$ cat config.mk
export PLATFORM = sky130hd
export DESIGN_NAME = fpil_issue_gate
export DESIGN_NICKNAME = d
export VERILOG_FILES = /design/src/rtl/fpil_pkg.sv /design/src/rtl/fpil_tag_cam.sv /design/src/rtl/fpil_div_track.sv /design/src/rtl/fpil_fwd_pick.sv /design/src/rtl/fpil_issue_gate.sv
export SDC_FILE = /design/constraint.sdc
export NUM_CORES = 1
export LEC_CHECK = 0
export BUFFER_PORTS_ARGS = -buffer_cell sky130_fd_sc_hd__buf_4
export CORE_MARGIN = 2
export CORE_UTILIZATION = 35
export CTS_CLUSTER_DIAMETER = 80
export DETAILED_ROUTE_END_ITERATION = 8
export HOLD_SLACK_MARGIN = 0.03
export PLACE_DENSITY_LB_ADDON = 0.05
export SYNTH_ARGS = -nofsm -noshare
export SYNTH_HDL_FRONTEND = slang
export SYNTH_HIERARCHICAL = 1
export SYNTH_SLANG_ARGS = --single-unit
$ cat constraint.sdc
create_clock -name clk -period 3.65 [get_ports clk]
set_clock_uncertainty 0.2 [all_clocks]
set_input_delay 0.9125 -clock clk [delete_from_list [all_inputs] [get_ports clk]]
set_output_delay 0.9125 -clock clk [all_outputs]
set_load 0.005 [all_outputs]
$ cat src/rtl/fpil_pkg.sv
package fpil_pkg;
  localparam int IDX_W = 5;
  localparam int TAG_W = IDX_W + 1;
  localparam int NFWD  = 5;
  localparam int SEL_W = 3;

  typedef enum logic [1:0] {
    CLS_INT = 2'd0,
    CLS_ADD = 2'd1,
    CLS_MUL = 2'd2,
    CLS_DIV = 2'd3
  } ucls_e;

  // Tag comparison gated by a valid bit; the file bit is part of the tag.
  function automatic logic tag_hit(input logic [TAG_W-1:0] a,
                                   input logic [TAG_W-1:0] b,
                                   input logic v);
    return v && (a == b);
  endfunction

  // Lowest slot index wins; code = slot + 1, 0 means register file.
  function automatic logic [SEL_W-1:0] pick_fwd(input logic [NFWD-1:0] hits);
    logic [SEL_W-1:0] s;
    s = '0;
    for (int i = NFWD - 1; i >= 0; i--) begin
      if (hits[i]) s = SEL_W'(i + 1);
    end
    return s;
  endfunction
endpackage

$ cat src/rtl/fpil_tag_cam.sv
module fpil_tag_cam import fpil_pkg::*; #(
  parameter int N = 4
) (
  input  logic [TAG_W-1:0]   q,
  input  logic               q_en,
  input  logic [N-1:0]       vld,
  input  logic [N*TAG_W-1:0] dst,
  output logic               hit
);
  logic [N-1:0] hits;

  for (genvar i = 0; i < N; i++) begin : g_ent
    assign hits[i] = tag_hit(q, dst[i*TAG_W +: TAG_W], vld[i] & q_en);
  end

  assign hit = |hits;
endmodule

$ cat src/rtl/fpil_div_track.sv
module fpil_div_track #(
  parameter int DIV_II = 25
) (
  input  logic clk,
  input  logic rst_n,
  input  logic start,
  output logic busy
);
  localparam int CW = $clog2(DIV_II) + 1;
  localparam logic [CW-1:0] LOAD = CW'(DIV_II - 1);

  logic [CW-1:0] cnt;

  always_ff @(posedge clk or negedge rst_n) begin
    if (!rst_n)             cnt <= '0;
    else if (start)         cnt <= LOAD;
    else if (cnt != '0)     cnt <= cnt - 1'b1;
  end

  assign busy = (cnt != '0);
endmodule

$ cat src/rtl/fpil_fwd_pick.sv
module fpil_fwd_pick import fpil_pkg::*; (
  input  logic [TAG_W-1:0]      src,
  input  logic                  use_i,
  input  logic [NFWD-1:0]       fw_vld,
  input  logic [NFWD*TAG_W-1:0] fw_dst,
  output logic [SEL_W-1:0]      sel
);
  logic [NFWD-1:0] hits;

  for (genvar i = 0; i < NFWD; i++) begin : g_slot
    assign hits[i] = tag_hit(src, fw_dst[i*TAG_W +: TAG_W], fw_vld[i] & use_i);
  end

  assign sel = pick_fwd(hits);
endmodule

$ cat src/rtl/fpil_issue_gate.sv
module fpil_issue_gate import fpil_pkg::*; #(
  parameter int ADD_STG = 4,
  parameter int MUL_STG = 7,
  parameter int DIV_II  = 25
) (
  input  logic                     clk,
  input  logic                     rst_n,
  input  logic                     dec_vld,
  input  logic [1:0]               dec_cls,
  input  logic                     dec_wr,
  input  logic [TAG_W-1:0]         dec_dst,
  input  logic                     s1_use,
  input  logic [TAG_W-1:0]         s1_tag,
  input  logic                     s2_use,
  input  logic [TAG_W-1:0]         s2_tag,
  input  logic                     wb_free,
  input  logic [ADD_STG-1:0]       add_vld,
  input  logic [ADD_STG*TAG_W-1:0] add_dst,
  input  logic [MUL_STG-1:0]       mul_vld,
  input  logic [MUL_STG*TAG_W-1:0] mul_dst,
  input  logic                     div_vld,
  input  logic [TAG_W-1:0]         div_dst,
  input  logic [NFWD-1:0]          fw_vld,
  input  logic [NFWD*TAG_W-1:0]    fw_dst,
  output logic                     issue,
  output logic                     stall,
  output logic [SEL_W-1:0]         s1_sel,
  output logic [SEL_W-1:0]         s2_sel
);
  localparam int NQ = 3;  // queries: source 1, source 2, destination

  ucls_e cls;
  assign cls = ucls_e'(dec_cls);

  logic [NQ-1:0][TAG_W-1:0] q_tag;
  logic [NQ-1:0]            q_en;
  logic [NQ-1:0]            add_hit, mul_hit, div_hit, fly_hit;

  assign q_tag = {dec_dst, s2_tag, s1_tag};
  assign q_en  = {dec_wr, s2_use, s1_use};

  for (genvar g = 0; g < NQ; g++) begin : g_q
    fpil_tag_cam #(.N(ADD_STG)) u_add (
      .q(q_tag[g]), .q_en(q_en[g]), .vld(add_vld), .dst(add_dst), .hit(add_hit[g]));
    fpil_tag_cam #(.N(MUL_STG)) u_mul (
      .q(q_tag[g]), .q_en(q_en[g]), .vld(mul_vld), .dst(mul_dst), .hit(mul_hit[g]));
    assign div_hit[g] = tag_hit(q_tag[g], div_dst, div_vld & q_en[g]);
    assign fly_hit[g] = add_hit[g] | mul_hit[g] | div_hit[g];
  end

  // Named hazard events (observed by the checker)
  logic div_busy, div_start;
  logic haz_struct, haz_port, haz_raw, haz_waw, haz_any;

  assign haz_struct = (cls == CLS_DIV) & div_busy;
  assign haz_port   = dec_wr & ~wb_free;
  assign haz_raw    = fly_hit[0] | fly_hit[1];
  assign haz_waw    = fly_hit[2];
  assign haz_any    = haz_struct | haz_port | haz_raw | haz_waw;

  assign issue     = dec_vld & ~haz_any;
  assign stall     = dec_vld &  haz_any;
  assign div_start = issue & (cls == CLS_DIV);

  fpil_div_track #(.DIV_II(DIV_II)) u_div (
    .clk(clk), .rst_n(rst_n), .start(div_start), .busy(div_busy));

  logic [1:0][TAG_W-1:0] src_tag;
  logic [1:0]            src_use;
  logic [1:0][SEL_W-1:0] src_sel;

  assign src_tag = {s2_tag, s1_tag};
  assign src_use = {s2_use, s1_use};

  for (genvar s = 0; s < 2; s++) begin : g_src
    fpil_fwd_pick u_pick (
      .src(src_tag[s]), .use_i(src_use[s]), .fw_vld(fw_vld), .fw_dst(fw_dst),
      .sel(src_sel[s]));
  end

  assign s1_sel = src_sel[0];
  assign s2_sel = src_sel[1];
endmodule

Word level (Yosys, flattened, before mapping)
Cells that the tools add are included.

operators by class
  mux-type cells = 12
  eq/ne operators = 47
  add/sub/neg operators = 1
  bitwise gates (word level) = 63
  reduce and logical (&&, ||, !) cells = 54

operators by type and width
  cell                   count
  $eq A6 B6 Y1           46
  $and A1 B1 Y1          51
  $logic_and A1 B1 Y1    46
  $mux W3                10
  $reduce_or A7 Y1       3
  $mux W6                2
  $reduce_or A4 Y1       3
  $or A1 B1 Y1           10
  $reduce_bool A6 Y1     1
  $sub A6 B1 Y6 const B  1
  $eq A2 B2 Y1 const B   1
  $not A1 Y1             2
  $reduce_bool A2 Y1     1

storage, ports and cells
  logic and storage cells = 178
  flip-flop bits (word level) = 6
  input port bits = 146
  output and inout bits = 8

Logic depth before layout (Yosys ltp)
Gate-level depths: netlist of the first run.

  depth after elaboration = 12
  mapped depth = 13
  mapped depth without buffers = 11

Modules after synthesis
The synthesis of the first run kept the hierarchy.

by module, submodules not included
  module                           instances  cells each  area each (um2)  sequential area each (um2)
  fpil_tag_cam (g_q[0].u_mul ...)  3          71          561.8            0.0
  fpil_fwd_pick                    2          57          449.2            0.0
  fpil_tag_cam (g_q[0].u_add ...)  3          39          289.0            0.0
  fpil_div_track                   1          33          330.3            150.1
  fpil_issue_gate                  1          36          306.5            0.0

Worst setup path before layout of the first run
Ideal clock, no wire load.

  kind = input to output
  start = input dec_dst[2]
  end = output issue
  required time = 2538 ps
  setup slack = 39 ps
  data arrival time = 2498 ps
  path buffers = 1
  cell stages on the path = 10
  path through = buf_6 -> xnor2_1 -> nand3_1 -> nor4_1 -> nor4_1 -> nand4_1 -> nor4_1 -> o2111ai_1 -> a41o_1 -> nor4b_1

between the ends
  word-level cells in the longest chain between the ends = 8
  elaborated cells on any way between the ends = 31
  classes of those cells = eq/ne (12); bitwise (5); reduce/logical (14)

ends and longest elaborated chain
  element                       RTL line               text
  start: declaration            fpil_issue_gate.sv:11  input logic [TAG_W-1:0] dec_dst,
  $eq A6 B6 Y1                  fpil_pkg.sv:18         return v && (a == b);
  $logic_and A1 B1 Y1           fpil_pkg.sv:18
  $reduce_or A7 Y1 *            fpil_tag_cam.sv:16     assign hit = |hits;
  via mul_hit[2]                fpil_issue_gate.sv:37  logic [NQ-1:0] add_hit, mul_hit, div_hit, fly_hit;
  $or A1 B1 Y1 * (2 in series)  fpil_issue_gate.sv:48  assign fly_hit[g] = add_hit[g] | mul_hit[g] | div_hit[g];
  $or A1 B1 Y1 *                fpil_issue_gate.sv:59  assign haz_any = haz_struct | haz_port | haz_raw | haz_waw;
  $not A1 Y1 *                  fpil_issue_gate.sv:61  assign issue = dec_vld & ~haz_any;
  $and A1 B1 Y1 *               fpil_issue_gate.sv:61
  end: declaration              fpil_issue_gate.sv:25  output logic issue,

The timed path passes the listed nets; every way through them passes the cells marked *.

Worst setup path in the final report of the first run
  start = input s2_tag[2]
  end = output stall

between the ends
  word-level cells in the longest chain between the ends = 9
  elaborated cells on any way between the ends = 32
  classes of those cells = eq/ne (12); bitwise (6); reduce/logical (14)

ends and longest elaborated chain
  element                       RTL line               text
  start: declaration            fpil_issue_gate.sv:15  input logic [TAG_W-1:0] s2_tag,
  $eq A6 B6 Y1                  fpil_pkg.sv:18
  $logic_and A1 B1 Y1           fpil_pkg.sv:18
  $reduce_or A4 Y1 *            fpil_tag_cam.sv:16
  via add_hit[1]                fpil_issue_gate.sv:37
  $or A1 B1 Y1 * (2 in series)  fpil_issue_gate.sv:48
  $or A1 B1 Y1 *                fpil_issue_gate.sv:57  assign haz_raw = fly_hit[0] | fly_hit[1];
  $or A1 B1 Y1 * (2 in series)  fpil_issue_gate.sv:59
  $and A1 B1 Y1 *               fpil_issue_gate.sv:62  assign stall = dec_vld & haz_any;
  end: declaration              fpil_issue_gate.sv:26  output logic stall,

Marks and branches as above.

==> results of run 1 <==
area by class of cell:
cell class	count	area (sq um)
clock buffer	3	75.1
fill	1105	5200
inverter	4	15.0
multi-input combinational	466	3890
sequential	6	150
tap	143	179
timing repair buffer	220	1900
repair_timing:
item | CTS | global route
buffers inserted | 2 | 0
gates resized for setup | 47 | 44
pin swaps | 9 | 19
gates cloned | 0 | 0
endpoints found under the setup margin | 2 | 5
synthesized netlist by cell type, drive strengths merged (2+ instances only):
master  instances
o21bai          2
nor2            8
a21oi           4
buf            33
nor4           42
nor3b           2
ha              2
or4             4
xnor2         161
nand2b          3
dfrtp           6
nor3            9
nand3          51
xor2          116
inv             4
nand2          17
nand4          29
and3b           2
clkbuf          4
stage by stage:
stage / area [sq um] / hold slack [ns]
CTS: 5920 / 0.287
floorplan: 4090 / 0.290
finish: 6220 / 0.289
global route: 6220 / 0.291
detailed placement: 5620 / 0.343
global placement: 5620 / 0.332
cell usage in the layout, fill, tap and decap left out, types with 9 or more instances in the layout:
master,synthesis,routed
nor3_1,9,9
nand2_1,17,17
xnor2_2,0,13
nand4_1,29,29
nand3_1,51,47
nor4_2,6,10
buf_12,0,11
xnor2_1,161,147
xor2_1,116,109
buf_4,2,189
buf_6,24,13
nor4_1,34,26
how the worst max path moves through the flow:
stage | from | cells after the start | slack, ns | endpoint
finish | s2_tag[2] | 11 | -0.29 | stall
global route | s2_tag[1] | 11 | -0.47 | issue
CTS | dec_dst[1] | 11 | -0.21 | stall
floorplan | dec_dst[2] | 10 | 0.04 | issue
detailed placement | dec_dst[3] | 11 | -0.33 | issue
global placement | s2_tag[3] | 11 | -0.34 | issue
layer usage:
metal / routed length [um] / vias up / track usage
li1: - / 2127 / -
met1: 7410 / 2084 / 0.355
met2: 7930 / 198 / 0.445
met3: 1080 / 30 / 0.0238
met4: 363 / 0 / 0.0715
met5: 0 / - / 0
critical path: cells and delay by family:
kind / cells / cell delay [ns]
AND/OR/NAND/NOR: 4 / 0.64
buffers and inverters: 3 / 0.41
AO/OA/AOI/OAI: 3 / 0.70
XOR/XNOR: 1 / 0.16
cell families after synthesis:
family          after synthesis  synth area share
mux                           1           0.00275
simple gates                171             0.251
flops                         6            0.0367
fa+ha+maj                     2           0.00612
xor+xnor                    277             0.594
buf+inv                      41            0.0848
compound gates               15            0.0254
power by group through the flow:
| stage | Combinational (mW) | Sequential (mW) | Clock (mW) |
|---|---|---|---|
| 2_1_floorplan | 0.462 | 0.125 | 0 |
| 3_3_place_gp | 0.783 | 0.133 | 0 |
| 3_5_place_dp | 0.800 | 0.135 | 0 |
| 4_1_cts | 0.830 | 0.135 | 0.179 |
| 5_1_grt | 0.948 | 0.142 | 0.182 |
| 6_report | 0.871 | 0.136 | 0.176 |
==> out/results.txt, run 1 <==
Number of enable flip-flop cells after synthesis - 0
Maximum vdd drop - 0.348 mV
Initial Utilization - 0.358
CTS tree - done
Final std cells w/o fill - 842
Library cells used by synthesis - 39
Row Count - 39
Seq/Total Area, Yosys - 0.0367
First-pass GRT wire length - 25900 um
Initial drt markers - 255
Outcome - finished, violations left
# port buffers - 153
Top reg by flops - u_div/cnt
Main synth FF type - dfrtp_1
Synth area leaders - xnor2_1, xor2_1, buf_6
Worst-Margin Slew - 0.409 ns
Slew Viols, Final - 0
Synth Instances - 513
Worst R2R Path Depth - 12
Fin crit share - 1.08
Final min period - 3.94 ns
Synthesized area - 0.00409 sq mm
Root Driver - clkbuf_16
Vias in the first global route - 4753
Clock Power Share - 0.149
DP Wirelength - 13800 um
Max Root-Sink Buffers - 2
Comb pwr share - 0.736
Failing checks - negative setup slack
Synthesized net count - 661
Peak Freq - 0.254 GHz
R2r endpoint - u_div/cnt[0]
Max cap viols - 0
Setup CP Type - in -> out
I/O Pins - 154
Die height - 112 um
Vias - 4439
Clock Sinks - 6
Placer congestion estimate - 0.892
Total wire length - 16800 um
Worst-skew pair later-pin latency - 0.23 ns
CP max stage delay - 0.29 ns
Final ANT Viol Nets - 0
Synth top area share - 0.345
Critical path launch point type - primary input
Max FFs per register - 6
Area leader, netlist - xnor2_1
H-tree levels - 1
Placed insts - 837
Sw Share - 0.408
Horiz. Die Dim - 112 um
Worst hold path type - in -> async
Power Total - 1.18 mW
Cell-internal power - 0.699 mW
Worst R2R Setup Slack - 0.73 ns
Post-place setup slack - -0.333 ns
Area grow syn2layout - 52.1%
Setup WS post-layout - -0.285 ns
Nets@finish - 849
Largest net degree at the start of global routing - 13
Sequential share of power - 0.115
Max stage delay cell, worst path - nor4_2
GR Overflow Total - 0
Crit-path cells - buf_8 > buf_4 > xor2_1 > nor4_1 > nand4_1 > nand4_1 > nor4_2 > o2111ai_1 > a41o_1 > o31a_1 > buf_4
CORE AREA - 0.0114 sq mm
RSZ-0062 raised after global routing - true
Arr. time, crit path - 2.82 ns
Hold Violations, Final - 0
Syn Area/Cell - 7.97 sq um
Vias per cell - 5.27
Power density over the cells - 190 mW/mm^2
Max FO, Critical Path - 10
Hold Buf Count CTS - 0
Switch Pwr - 0.483 mW
FF+latch count, synth - 6
Final setup fails - 2
Avg WL per Cell - 19.9 um
Ys async rst share - 1.00
Post-layout utilization of the core - 0.544
Initial antenna violation count - 0
CTS buffer count - 3
Reg2reg start - u_div/cnt[0]
DIE AREA - 0.0126 sq mm
Relative slew slack - 0.725
Layout cells sized above 1 - 0.385
All-Layer GR Usage - 0.261
CP endpoint kind - primary output
Pleak - 2.50 nW
Post-route DRC - 0
Setup TNS - -0.554 ns
Reg clk slew, reported paths - 0.03 ns
Synth warn - 6
Drt pass-1 iters - 5
N_diodes - 0
WP data required - 2.54 ns
Regs by FF count - u_div/cnt: 6 flops
No activity file was read; power rests on OpenSTA's default activity.
==> run 2, diff against run 1 <==
--- a/config.mk
+++ b/config.mk
@@ -5,6 +5,7 @@
 export SDC_FILE = /design/constraint.sdc
 export NUM_CORES = 1
 export LEC_CHECK = 0
+export ABC_AREA = 1
 export BUFFER_PORTS_ARGS = -buffer_cell sky130_fd_sc_hd__buf_4
 export CORE_MARGIN = 2
 export CORE_UTILIZATION = 35
==> run 2 against run 1 <==
Effect of this change:
- sequential power is essentially flat
- flip-flop and latch count is the same
- clock-buffer cell count unchanged
- wire length grew 39%
- largest power group unchanged
- register-to-register slack gained 0.17 ns
- synthesized cell count rose by 140%
- critical path type unchanged
- the run now ends clean
==> out/results.txt, run 2 <==
Outcome - complete, no violations
CP endpoint kind - primary output
Power density over the cells - 172 mW/mm^2
Max cap viols - 0
Syn Area/Cell - 4.45 sq um
Post-Synth Simple-Gate Area - 0.609
Max FFs per register - 6
Fillcell total - 1832
Initial antenna violation count - 0
Area of the multi-input gates - 0.00438 sq mm
Worst-Margin Slew - 0.296 ns
Area grow syn2layout - 39.1%
Setup WS post-layout - 0.0104 ns
Library cells used by synthesis - 33
Peak Freq - 0.275 GHz
Synth area leaders - nand2_1, inv_1, nor2_1
Max stage delay cell, worst path - nor2_2
WP data required - 2.54 ns
Final ANT Viol Nets - 0
GR Overflow Total - 0
Multiplexer share of the synthesized area - 0
Clock Sinks - 6
Number of enable flip-flop cells after synthesis - 0
CP delay by family, top - simple AND/OR/NAND/NOR gates
Layout cells sized above 1 - 0.218
CTS buffer count - 3
Main synth FF type - dfrtp_1
Most common cell after layout, fill and taps aside - nand2_1
Setup CP Type - in -> out
Top reg by flops - u_div/cnt
Avg WL per Cell - 13.9 um
Ys async rst share - 1.00
CORE AREA - 0.0157 sq mm
Total wire length - 23300 um
Root Driver - clkbuf_16
Largest family of logic cells by synthesized area - simple AND/OR/NAND/NOR gates
All-Layer GR Usage - 0.270
CTS tree - done
N_diodes - 0
Worst-skew pair later-pin latency - 0.23 ns
DP Wirelength - 19100 um
Pleak - 4.78 nW
Fin Hold WS - 0.285 ns
Xor and xnor area share after synthesis - 0.0738
Die height - 130 um
Fin crit share - 0.997
Register area - 150 sq um
Worst R2R Setup Slack - 0.90 ns
Relative slew slack - 0.802
Synth Instances - 1253
First-pass GRT wire length - 35900 um
Largest net degree at the start of global routing - 15
Vias in the first global route - 6791
Drt pass-1 iters - 5
Most frequent cells in the layout - nand2_1, inv_1, buf_4, nor2_1, nand3_1
Arr. time, crit path - 2.53 ns
Stages on worst setup path - 16
Hold Violations, Final - 0
Max Root-Sink Buffers - 2
Initial drt markers - 556
Post-route DRC - 0
Post-synthesis compound-gate area fraction - 0.0864
Seq/Total Area, Yosys - 0.0269
Worst hold path type - in -> async
Regs by FF count - u_div/cnt: 6 flops
Power Total - 1.33 mW
WP buf/inv - 5
Count leader, synth - nand2_1
Area leader, netlist - nand2_1
Commonest cells in the netlist - nand2_1, inv_1, nor2_1
Post-place setup slack - -0.140 ns
Critical path launch point type - primary input
Hold Buf Count CTS - 0
Final setup fails - 0
Synth warn - 6
# port buffers - 153
RSZ-0062 raised after global routing - true
Placed insts - 1655
H-tree levels - 1
Worst R2R Path Depth - 14
Final std cells w/o fill - 1667
FF+latch count, synth - 6
Row Count - 46
Adder-Cell Fraction of Synth Area - 0.00449
Crit-path cells - buf_4 > buf_4 > inv_2 > nand2_1 > nand2_1 > nor2_1 > nand2_1 > nor2_1 > nor2_1 > nand2_1 > nor2_1 > nand4_1 > nor2_2 > nand3_2 > inv_2 > buf_6
Initial Utilization - 0.355
Maximum vdd drop - 0.299 mV
Reg clk slew, reported paths - 0.03 ns
Nets@finish - 1601
Synthesized net count - 1401
Max FO, Critical Path - 7
Slew Viols, Final - 0
Setup TNS - 0 ns
Synth top area share - 0.368
I/O Pins - 154
Final min period - 3.64 ns
DIE AREA - 0.0170 sq mm
Placer congestion estimate - 0.933
Synthesized area - 0.00558 sq mm
Vias - 7755
Vias per cell - 4.65
Horiz. Die Dim - 130 um
CP max stage delay - 0.21 ns
[run 2: changes by cell type in the layout (fill, tap and decap cells not counted), moves of 29 or more]
cell	delta
nand2_1	+524
xor2_1	-92
o21ai_1	+39
xnor2_1	-119
inv_1	+194
inv_2	+29
nor2_1	+157
[run 2: logic make-up after synthesis]
logic type | after synthesis
and+or+nand+nor | 838
AOI/OAI and AO/OA | 92
xor gates and xnor gates | 47
buffers and inverters | 268
adders and majority gates | 2
DFF | 6
[run 2: path summary, 6_finish.rpt]
path | from | endpoint
setup / recovery | dec_dst[5] | issue
hold / removal | rst_n | u_div/cnt[1]
setup reg to reg | u_div/cnt[1] | u_div/cnt[1]
hold reg to reg | u_div/cnt[0] | u_div/cnt[0]
max in group asynchronous | rst_n | u_div/cnt[3]
min in group clk | u_div/cnt[0] | u_div/cnt[0]
[run 2: cell type report]
cell class | count | area share
Clock buffer | 3 | 0.00968
Inverter | 249 | 0.132
Timing Repair inverter | 1 | 0.00113
Tap cell | 216 | 0.0348
Multi-Input combinational cell | 979 | 0.565
Sequential cell | 6 | 0.0194
Timing Repair Buffer | 213 | 0.238
[run 2: report_power, final]
part / switching, mW / internal, mW / leakage [nW]
Combinational: 0.591 / 0.432 / 4.68
Sequential: 0.0317 / 0.102 / 0.0719
Clock: 0.0370 / 0.141 / 0.0370
[run 2: through the flow]
step,area [sq um],util
after floorplan,5580,-
after global placement,7280,0.463
after detailed placement,7280,0.463
after CTS,7430,0.473
after global routing,7760,0.494
final,7760,0.494
[run 2: layer usage]
| layer | vias up | wire (um) | track usage |
|---|---|---|---|
| met2 | 269 | 10100 | 0.433 |
| met3 | 24 | 1440 | 0.0189 |
| met1 | 3352 | 11300 | 0.401 |
| met5 | - | 0 | 0 |
| li1 | 4110 | - | - |
| met4 | 0 | 354 | 0.0424 |
[run 2: timing repair]
action	4_1_cts	5_1_grt
hold endpoints to repair	0	0
setup endpoints to repair	2	2
buffers inserted	1	6
cloned	0	2
gates resized for setup	28	78
pin swaps	8	22
